## src/rtl/fskm_pkg.sv

```systemverilog
package fskm_pkg;
  localparam int unsigned PHASE_W_DEF = 16;
  localparam int unsigned SYNC_DEF    = 2;
endpackage

```

## src/rtl/fskm_sync.sv

```systemverilog
module fskm_sync #(
  parameter int unsigned STAGES = fskm_pkg::SYNC_DEF
) (
  input  logic clk_i,
  input  logic rst_ni,
  input  logic data_i,
  output logic data_o
);
  logic [STAGES-1:0] chain_q;

  always_ff @(posedge clk_i or negedge rst_ni) begin
    if (!rst_ni) chain_q <= '0;
    else         chain_q <= {chain_q[STAGES-2:0], data_i};
  end

  assign data_o = chain_q[STAGES-1];

  generate
    if (STAGES == 2) begin : g_chk2
      AST_SYNC_RISE_DELAY: assert property (@(posedge clk_i) disable iff (!rst_ni)
        $rose(data_o) |-> $past(data_i, 2));
      AST_SYNC_FALL_DELAY: assert property (@(posedge clk_i) disable iff (!rst_ni)
        $fell(data_o) |-> !$past(data_i, 2));
    end
  endgenerate
endmodule

```

## src/rtl/fskm_phase_acc.sv

```systemverilog
module fskm_phase_acc #(
  parameter int unsigned PHASE_W = fskm_pkg::PHASE_W_DEF
) (
  input  logic               clk_i,
  input  logic               rst_ni,
  input  logic               en_i,
  input  logic [PHASE_W-1:0] step_i,
  output logic               msb_o
);
  localparam int unsigned MSB = PHASE_W - 1;

  logic [PHASE_W-1:0] acc_q;

  // wraps modulo 2^PHASE_W; never cleared on a step change
  always_ff @(posedge clk_i or negedge rst_ni) begin
    if (!rst_ni)    acc_q <= '0;
    else if (!en_i) acc_q <= '0;
    else            acc_q <= acc_q + step_i;
  end

  assign msb_o = acc_q[MSB];

  AST_ZERO_STEP_HOLDS: assert property (@(posedge clk_i) disable iff (!rst_ni)
    (en_i && step_i == '0) |=> $stable(acc_q));
  AST_RESTART_FROM_ZERO: assert property (@(posedge clk_i) disable iff (!rst_ni)
    ($past(!en_i) && en_i) |=> acc_q == $past(step_i));
endmodule

```

## src/rtl/fskm_modulator.sv

```systemverilog
module fskm_modulator #(
  parameter int unsigned PHASE_W = fskm_pkg::PHASE_W_DEF,
  parameter int unsigned SYNC_N  = fskm_pkg::SYNC_DEF
) (
  input  logic               clk_i,
  input  logic               rst_ni,
  input  logic               en_i,
  input  logic               data_i,
  input  logic [PHASE_W-1:0] mark_word_i,
  input  logic [PHASE_W-1:0] space_word_i,
  output logic               tone_o
);
  logic               bit_s;
  logic [PHASE_W-1:0] step;

  fskm_sync #(.STAGES(SYNC_N)) u_sync (
    .clk_i (clk_i),
    .rst_ni(rst_ni),
    .data_i(data_i),
    .data_o(bit_s)
  );

  assign step = bit_s ? mark_word_i : space_word_i;

  fskm_phase_acc #(.PHASE_W(PHASE_W)) u_acc (
    .clk_i (clk_i),
    .rst_ni(rst_ni),
    .en_i  (en_i),
    .step_i(step),
    .msb_o (tone_o)
  );

  AST_OFF_SILENT: assert property (@(posedge clk_i) disable iff (!rst_ni)
    !en_i |=> !tone_o);
  AST_RESET_QUIET: assert property (@(posedge clk_i)
    !rst_ni |-> !tone_o);
endmodule

```

## config.mk

```make
export PLATFORM = sky130hd
export DESIGN_NAME = fskm_modulator
export DESIGN_NICKNAME = d
export VERILOG_FILES = /design/src/rtl/fskm_pkg.sv /design/src/rtl/fskm_sync.sv /design/src/rtl/fskm_phase_acc.sv /design/src/rtl/fskm_modulator.sv
export SDC_FILE = /design/constraint.sdc
export NUM_CORES = 1
export LEC_CHECK = 0
export ABC_AREA = 1
export BUFFER_PORTS_ARGS = -buffer_cell sky130_fd_sc_hd__buf_2
export CELL_PAD_IN_SITES_DETAIL_PLACEMENT = 2
export CELL_PAD_IN_SITES_GLOBAL_PLACEMENT = 2
export CORE_ASPECT_RATIO = 1.5
export CORE_MARGIN = 2
export CORE_UTILIZATION = 29
export CTS_CLUSTER_DIAMETER = 40
export CTS_CLUSTER_SIZE = 28
export DETAILED_ROUTE_END_ITERATION = 7
export HOLD_SLACK_MARGIN = 0.06
export PLACE_DENSITY_LB_ADDON = 0.1
export SYNTH_ARGS = -nofsm -noshare
export SYNTH_HDL_FRONTEND = slang
export SYNTH_SLANG_ARGS = --single-unit
```

## constraint.sdc

```tcl
create_clock -name clk_i -period 2.85 [get_ports clk_i]
set_input_delay 0.57 -clock clk_i [delete_from_list [all_inputs] [get_ports clk_i]]
set_output_delay 0.57 -clock clk_i [all_outputs]
set_load 0.01 [all_outputs]
```

* Yosys cells after proc, flatten, opt, wreduce, memory -nomap -nowiden
Index checks and enable logic that the tools add are counted.
** Storage, ports and cells
- Output and inout port bits :: 1
- Bits in registers :: 18
- Logic and storage cells :: 5
** Operators by class
- Add/sub/neg operators :: 1
- Multiplexer cells :: 2
** Operators with widths (count)
- 16-bit two-way mux :: 2
- 16-bit adder :: 1

* Longest topological paths before layout
Gate-level depths: netlist of run 1.
- Depth after elaboration :: 3
- Depth in mapped cells :: 13
- Gate-level depth less buffers :: 12

* Cells and area by module
A second synthesis of run 1 with hierarchy kept.
** Unflattened totals
- Cells, all modules :: 273
- Area, all modules :: 1725.4 µm²
** By module, submodules not included
- fskm_phase_acc :: instances 1, seq. area each 400.4 µm², cells an instance 219, area each 1431.4 µm²
- fskm_modulator :: instances 1, seq. area each 0.0 µm², cells an instance 52, area each 244.0 µm²
- fskm_sync :: instances 1, seq. area each 50.0 µm², cells an instance 2, area each 50.0 µm²

* Worst setup path before layout of run 1
OpenSTA, ideal clock, no wires.
- Kind :: register -> register
- Start :: reg u_sync.chain_q[1]
- End :: reg u_acc.acc_q[15]
- Setup slack :: 0.750 ns
- Arrival time :: 1.981 ns
- Path buffers :: 2
- Data required time :: 2.731 ns
- Period minus slack after synthesis :: 2.100 ns
- Library setup time :: 0.119 ns
- Stages on the path, launching flop included :: 13
- Path through :: dfrtp_1 -> buf_2 -> buf_2 -> mux2_2 -> ha_1 -> nand2_2 -> inv_1 -> nand2_1 -> nand2_1 -> a21oi_1 -> nand3_2 -> nand2_1 -> nor2_1
** On the way
- Cells in the longest elaborated chain, start to end :: 3
** RTL lines
- from (decl) :: line fskm_sync.sv:9 : logic [STAGES-1:0] chain_q;
- from (signal assigned) :: line fskm_sync.sv:13 : else chain_q <= {chain_q[STAGES-2:0], data_i};
- 16-bit two-way mux :: line fskm_modulator.sv:23 : assign step = bit_s ? mark_word_i : space_word_i;
- 16-bit adder :: line fskm_phase_acc.sv:18 : else acc_q <= acc_q + step_i;
- 16-bit two-way mux :: line fskm_phase_acc.sv:17 : else if (!en_i) acc_q <= '0;
- to (signal assigned) :: line fskm_phase_acc.sv:18
- to (decl) :: line fskm_phase_acc.sv:12 : logic [PHASE_W-1:0] acc_q;
Every way passes these cells.

* Worst setup path after layout of run 1
- Start :: reg u_sync.chain_q[1]
- End :: reg u_acc.acc_q[11]
The elaborated chain is that of the path after synthesis.

==> flow_summary_export.csv, run 1 <==
group,metric,value,unit
sta,post-route-min-period,2470,ps
clock_network,cts.sinks,18,
route,avgViaCountPerCell,4.67,
place,preCtsSetupSlack,301,ps
clock_network,tritoncts,"built",
setup_path,rr_endpoint,"u_acc.acc_q[11]",
logic_synthesis,ys_seq_elements,18,
logic_synthesis,synth_nets,284,
sta,unrepaired_setup_endpoints_after_global_routing,"no",
die,floorplan.die_area,0.00625,sq mm
power,clockPowerShare,0.158,
final_layout,fillerInstances,680,
route,dr.pass1.iters,4,
die,floorplan.die.width,65.2,um
global_route,grt.total_usage,0.171,
setup_path,timing.critical_path.arrival,2680,ps
die,boundaryPins,37,
clock_network,cts.reportedPaths.clkPinSlew,80,ps
logic_synthesis,synthesized_netlist_cell_count,232,
global_route,first_global_vias,1730,
clock_network,ctsResizeCount,0,
sta,worst-slew-pin-transition,465,ps
power,switching_component_of_the_power,0.697,mW
final_layout,mostFrequentLayoutCell,"sky130_fd_sc_hd__nand2_1",
logic_synthesis,post_syn_area_per_cell,7.02,sq um
sta,final_max_slew_viol_count,0,
power,maximum_vdd_drop,0.307,mV
setup_path,startpoint_type,"flop",
logic_synthesis,synth.lib_cells_used.distinct,23,
logic_synthesis,post_synth_and_or_nand_nor_area_fraction,0.309,
power,power.share.switching,0.473,
clock_network,cts.hold.buffers_added,0,
clock_network,numCtsBuffers,3,
place,detailed_place_hpwl,3810,um
power,power_density,761,mW/mm^2
sta,finalHoldViolCount,0,
route,routedWlPerCell,13.7,um
final_layout,commonest_non_fill_non_tap_cells_in_the_layout,"76 x sky130_fd_sc_hd__nand2_1, 36 x sky130_fd_sc_hd__buf_2, 33 x sky130_fd_sc_hd__inv_1, 21 x sky130_fd_sc_hd__nor2_1, 18 x sky130_fd_sc_hd__dfrtp_1",
power,leakage,1.10,nW
final_layout,antennaDiodeCount,0,
final_layout,seqCellArea,450,sq um
route,drt_iter0_markers,26,
global_route,antenna_found_initial,0,
power,flop_pwr_share,0.253,
route,antenna_left,0,
sta,clock_skew,4.06,ps
setup_path,reg2reg_depth,11,
setup_path,worst-setup-path-type,"reg -> reg",
clock_network,clock-root-buffer,"sky130_fd_sc_hd__clkbuf_8",
global_route,grt_start_max_net_pins,19,
sta,maxSlewHeadroom,0.690,
die,die_height,95.8,um
setup_path,r2r-start,"u_sync.chain_q[1]",
clock_network,cts_htree_levels,1,
place,buffer_ports.inserted,36,
final_layout,multiInputGateArea,0.00101,sq mm
final_layout,num-nets-final,323,
logic_synthesis,synthAdderAreaFrac,0.127,
clock_network,cts-root-to-sink-buffers,2,
sta,fmax,0.405,GHz
logic_synthesis,synth_top_family_by_area,"simple AND/OR/NAND/NOR gates",
sta,timing.setup.tns,0,ps
power,internal_power,0.776,mW
die,placement_rows,33,
sta,tcrit_tclk_final,0.866,
route,drt_wl_total,4670,um
die,coreArea,0.00545,sq mm
sta,worst_slack,383,ps
global_route,first_pass_grt_wire_length,8060,um
power,comb_power_share,0.589,
setup_path,worst_ep_required_time,3060,ps
flow_run,number_of_violations_of_the_max_capacitance_limit,0,
outcome,outcome,"finished, final reports clean",
final_layout,areaGrowthSynthToFinish,18.8,%
hold_path,min_path_type,"in -> async",
logic_synthesis,synthesis.yosys.warnings,0,
global_route,globalRoute.totalOverflow,0,
place,gp_congestion,0.782,
setup_path,cp-end-kind,"flop",
logic_synthesis,proportion_of_synthesized_chip_area_in_sequential_cells,0.276,
setup_path,r2r_setup_slk,380,ps
clock_network,number_of_buffers_inserted_by_post_cts_setup_repair,0,
logic_synthesis,netlist_area,0.00163,sq mm
route,drt_drc_violations_left,0,
die,initial_util,0.299,
setup_path,critPathMaxFanout,10,
route,route.vias.total,1587,
logic_synthesis,post_synth_xor_area_fraction,0.00538,
clock_network,insertion_delay,270,ps
logic_synthesis,synth_compound_area_frac,0.0760,
final_layout,drive_above_1_share,0.267,
sta,setup_viol,0,
logic_synthesis,synth.mux.area_fraction,0.104,
[state kept, by name, summed over array words and instances (netlist names)]
| register | count |
|---|---|
| u_acc.acc_q | 16 |
| u_sync.chain_q | 2 |
[power groups by stage]
stage	combinational (mW)	sequential (mW)	clock (mW)
after detailed placement	0.890	0.380	0
after CTS	0.899	0.375	0.239
after floorplan	0.658	0.371	0
final	0.868	0.372	0.233
after global routing	1.03	0.385	0.248
after global placement	0.872	0.377	0
[routing by layer]
layer  vias up  global-route usage  share of wire
li1        802                   -              -
met1       757               0.201           0.41
met2        23               0.320           0.55
met3         5              0.0152          0.021
met4         0              0.0573          0.014
met5         -                   0              0
[worst max-delay path by stage]
| stage | start | end | slack, ps | cells past startpoint |
|---|---|---|---|---|
| after floorplan | u_sync.chain_q[1] | u_acc.acc_q[15] | 750 | 12 |
| after global placement | u_sync.chain_q[1] | u_acc.acc_q[11] | 370 | 11 |
| after detailed placement | u_sync.chain_q[1] | u_acc.acc_q[11] | 300 | 11 |
| after CTS | u_sync.chain_q[1] | u_acc.acc_q[11] | 280 | 11 |
| after global routing | u_sync.chain_q[1] | u_acc.acc_q[14] | 140 | 11 |
| final | u_sync.chain_q[1] | u_acc.acc_q[11] | 380 | 11 |
[synthesized netlist by cell type]
master / number / area share
sky130_fd_sc_hd__and2_1: 1 / 0.0038
sky130_fd_sc_hd__dfrtp_1: 18 / 0.28
sky130_fd_sc_hd__nand2_1: 76 / 0.18
sky130_fd_sc_hd__mux2_2: 15 / 0.10
sky130_fd_sc_hd__nor2_2: 1 / 0.0038
sky130_fd_sc_hd__nor2_1: 21 / 0.048
sky130_fd_sc_hd__clkbuf_8: 1 / 0.0084
sky130_fd_sc_hd__nand3_2: 2 / 0.012
sky130_fd_sc_hd__a21oi_1: 16 / 0.049
sky130_fd_sc_hd__buf_2: 2 / 0.0061
sky130_fd_sc_hd__nand2_2: 4 / 0.015
sky130_fd_sc_hd__nor3_2: 2 / 0.012
sky130_fd_sc_hd__nand3_1: 7 / 0.022
sky130_fd_sc_hd__a21oi_2: 1 / 0.0054
sky130_fd_sc_hd__o21ai_0: 5 / 0.015
sky130_fd_sc_hd__nor2_4: 1 / 0.0069
sky130_fd_sc_hd__inv_1: 33 / 0.076
sky130_fd_sc_hd__xnor2_1: 1 / 0.0054
sky130_fd_sc_hd__fa_1: 1 / 0.012
sky130_fd_sc_hd__nand3b_1: 2 / 0.0092
sky130_fd_sc_hd__ha_1: 15 / 0.12
sky130_fd_sc_hd__inv_2: 5 / 0.012
sky130_fd_sc_hd__o21ai_1: 2 / 0.0061
[cell families after synthesis]
| family | after synthesis |
|---|---|
| buf+inv | 41 |
| flops | 18 |
| simple gates | 117 |
| xor+xnor | 1 |
| compound gates | 24 |
| mux | 15 |
| fa+ha+maj | 16 |
[worst max-delay path, cell delays in order (launching register included)]
cell and delay, ps:
sky130_fd_sc_hd__dfrtp_1 620, sky130_fd_sc_hd__buf_4 270, sky130_fd_sc_hd__mux2_2 350, sky130_fd_sc_hd__ha_1 360, sky130_fd_sc_hd__nand2_2 180, sky130_fd_sc_hd__inv_1 60, sky130_fd_sc_hd__nand2_1 60, sky130_fd_sc_hd__nand2_1 70
sky130_fd_sc_hd__nand3b_1 220, sky130_fd_sc_hd__nand2_1 100, sky130_fd_sc_hd__nand2_1 50, sky130_fd_sc_hd__nor2_1 90
[per-stage QoR]
stage	hold slack [ps]	std cells	utilization	power (mW)	cell area [sq um]
global placement	336	336	0.345	1.25	1880
global route	272	340	0.355	1.66	1940
CTS	267	340	0.355	1.51	1940
detailed placement	346	336	0.345	1.27	1880
finish	241	340	0.355	1.47	1940
floorplan	274	232	-	1.03	1630
[area by class of cell]
| type | count | area share |
|---|---|---|
| Multi-Input combinational cell | 173 | 0.523 |
| Sequential cell | 18 | 0.233 |
| Timing Repair Buffer | 37 | 0.0970 |
| Inverter | 38 | 0.0737 |
| Tap cell | 70 | 0.0452 |
| Clock buffer | 4 | 0.0284 |
Note: power is estimated with default switching activity, not from simulation.
==> run 2, diff against run 1 <==
GPL_TIMING_DRIVEN = 0   (was default)
==> run 2 against run 1 <==
Against the previous run: sequential share of layout area down 0.19 points; critical endpoint is now u_acc.acc_q[15]; largest cell class unchanged; via count up 1.1%; clock skew is 1.5 ps higher; power about the same; count of clock-buffer cells in the layout is the same; wire length fell by 1.8%; clock power barely moved; critical path depth is 1 higher; cell area increased by 0.84%; utilization rose by 0.30 points; combinational power rose by 0.6%.
==> flow_summary_export.csv, run 2 (synthesis results as in run 1) <==
group,metric,value,unit
global_route,globalRoute.totalOverflow,0,
clock_network,ctsResizeCount,0,
final_layout,instances_no_fill,342,
power,leakage,1.11,nW
outcome,outcome,"finished, final reports clean",
sta,final_max_slew_viol_count,0,
sta,fmax,0.402,GHz
final_layout,largest_register_ffs,16,
clock_network,clock-root-buffer,"sky130_fd_sc_hd__clkbuf_8",
final_layout,final_core_utilization,0.358,
clock_network,numCtsBuffers,3,
setup_path,biggest_cell_delay_along_the_critical_path,380,ps
sta,maxSlewHeadroom,0.695,
setup_path,critical_path.n_buffers_inverters,3,
die,floorplan.die_area,0.00625,sq mm
power,final_total_power,1.47,mW
place,detailed_place_hpwl,3740,um
clock_network,cts.hold.buffers_added,0,
route,drt_iter0_markers,16,
die,initial_util,0.299,
route,dr.pass1.iters,4,
clock_network,cts-root-to-sink-buffers,2,
die,placement_rows,33,
sta,setup_viol,0,
hold_path,min_path_type,"in -> async",
clock_network,cts.reportedPaths.clkPinSlew,90,ps
route,routedWlPerCell,13.4,um
place,preCtsSetupSlack,309,ps
sta,unrepaired_setup_endpoints_after_global_routing,"no",
setup_path,cp-end-kind,"flop",
power,internal_power,0.777,mW
setup_path,timing.critical_path.slowest_stage_cell,"sky130_fd_sc_hd__mux2_2",
clock_network,cts.sinks,18,
power,power.share.switching,0.473,
route,antenna_left,0,
final_layout,top_register,"u_acc.acc_q",
place,buffer_ports.inserted,36,
sta,finalHoldViolCount,0,
setup_path,rr_endpoint,"u_acc.acc_q[15]",
sta,post-route-min-period,2490,ps
setup_path,startpoint_type,"flop",
setup_path,worst_ep_required_time,3010,ps
route,drt_drc_violations_left,0,
power,maximum_vdd_drop,0.298,mV
power,power_density,755,mW/mm^2
global_route,first_pass_grt_wire_length,7880,um
final_layout,areaGrowthSynthToFinish,19.8,%
power,clockPowerShare,0.159,
sta,timing.setup.tns,0,ps
final_layout,drive_above_1_share,0.272,
global_route,grt.total_usage,0.166,
final_layout,commonest_non_fill_non_tap_cells_in_the_layout,"76 x sky130_fd_sc_hd__nand2_1, 38 x sky130_fd_sc_hd__buf_2, 33 x sky130_fd_sc_hd__inv_1, 21 x sky130_fd_sc_hd__nor2_1, 18 x sky130_fd_sc_hd__dfrtp_1",
setup_path,r2r_setup_slk,360,ps
route,drt_wl_total,4580,um
place,post-place-cells,338,
global_route,grt_start_max_net_pins,19,
setup_path,worst-setup-path-type,"reg -> reg",
power,comb_power_share,0.592,
clock_network,insertion_delay,270,ps
sta,worst-slew-pin-transition,458,ps
setup_path,r2r-start,"u_sync.chain_q[1]",
place,gp_congestion,0.748,
route,avgViaCountPerCell,4.69,
power,switching_component_of_the_power,0.697,mW
setup_path,cp_cell_sequence,"buf_2 -> buf_2 -> mux2_2 -> ha_1 -> nand2_2 -> inv_1 -> nand2_1 -> nand2_1 -> a21oi_1 -> nand3_2 -> nand2_1 -> nor2_1",
sta,worst_slack,363,ps
die,floorplan.die.width,65.2,um
setup_path,crit_path_frequent_cell,"sky130_fd_sc_hd__nand2_1",
setup_path,timing.critical_path.arrival,2640,ps
clock_network,tritoncts,"built",
route,route.vias.total,1605,
global_route,first_global_vias,1745,
setup_path,cell_type_group_with_the_largest_total_delay_on_the_critical_path,"buffers and inverters",
setup_path,reg2reg_depth,12,
final_layout,mostFrequentLayoutCell,"sky130_fd_sc_hd__nand2_1",
final_layout,top_regs,"u_acc.acc_q x16, u_sync.chain_q x2",
die,die_height,95.8,um
setup_path,critPathMaxFanout,10,
die,coreArea,0.00545,sq mm
flow_run,number_of_violations_of_the_max_capacitance_limit,0,
final_layout,num-nets-final,325,
sta,tcrit_tclk_final,0.873,
clock_network,number_of_buffers_inserted_by_post_cts_setup_repair,0,
sta,clock_skew,5.57,ps
final_layout,antennaDiodeCount,0,
power,flop_pwr_share,0.249,
clock_network,cts_htree_levels,1,
die,boundaryPins,37,
global_route,antenna_found_initial,0,
## run 2: cell count changes in the layout (fill, tap and decap cells not counted)
| cell | previous run | this run |
|---|---|---|
| sky130_fd_sc_hd__buf_4 | 1 | 0 |
| sky130_fd_sc_hd__clkbuf_8 | 4 | 5 |
| sky130_fd_sc_hd__buf_2 | 36 | 38 |
## run 2: routing by layer
metal	share of wire	global-route usage	vias up	routed length, um
met5	0	0	-	0
met4	0.014	0.0521	0	66
met3	0.022	0.0152	5	101
met2	0.55	0.327	23	2520
met1	0.41	0.183	770	1900
li1	-	-	807	-
## run 2: metrics by stage
step / hold WS (ps) / cell area (sq um)
2_1_floorplan: 274 / 1630
3_3_place_gp: 335 / 1900
3_5_place_dp: 337 / 1900
4_1_cts: 263 / 1950
5_1_grt: 267 / 1950
6_report: 239 / 1950
## run 2: power groups by stage
stage | combinational, mW | clock [mW] | sequential, mW
finish | 0.873 | 0.234 | 0.367
floorplan | 0.658 | 0 | 0.371
CTS | 0.900 | 0.243 | 0.369
global route | 1.03 | 0.249 | 0.378
detailed placement | 0.893 | 0 | 0.374
global placement | 0.870 | 0 | 0.371
## run 2: worst max path at each step
| stage | start | endpoint | slack (ps) | depth (start not counted) |
|---|---|---|---|---|
| 2_1_floorplan | u_sync.chain_q[1] | u_acc.acc_q[15] | 750 | 12 |
| 3_3_place_gp | u_sync.chain_q[1] | u_acc.acc_q[11] | 360 | 11 |
| 3_5_place_dp | u_sync.chain_q[1] | u_acc.acc_q[11] | 310 | 11 |
| 4_1_cts | u_sync.chain_q[1] | u_acc.acc_q[11] | 290 | 12 |
| 5_1_grt | u_sync.chain_q[1] | u_acc.acc_q[15] | 100 | 12 |
| 6_report | u_sync.chain_q[1] | u_acc.acc_q[15] | 360 | 12 |
## run 2: layout make-up
class / count / area (sq um)
fillers: 699 / 3500
multi-input cells: 173 / 1010
flip-flops and latches: 18 / 450
repair buffers: 36 / 180
inverters: 38 / 143
well taps: 70 / 87.6
clock buffers: 4 / 55.1
plain buffers: 3 / 23.8
## run 2: worst reg2reg max path, stage by stage, from the launching register on
cell and delay, ps:
sky130_fd_sc_hd__dfrtp_1 320, sky130_fd_sc_hd__buf_2 200, sky130_fd_sc_hd__buf_2 340, sky130_fd_sc_hd__mux2_2 380, sky130_fd_sc_hd__ha_1 360, sky130_fd_sc_hd__nand2_2 170
sky130_fd_sc_hd__inv_1 60, sky130_fd_sc_hd__nand2_1 60, sky130_fd_sc_hd__nand2_1 70, sky130_fd_sc_hd__a21oi_1 210, sky130_fd_sc_hd__nand3_2 100, sky130_fd_sc_hd__nand2_1 60
sky130_fd_sc_hd__nor2_1 40
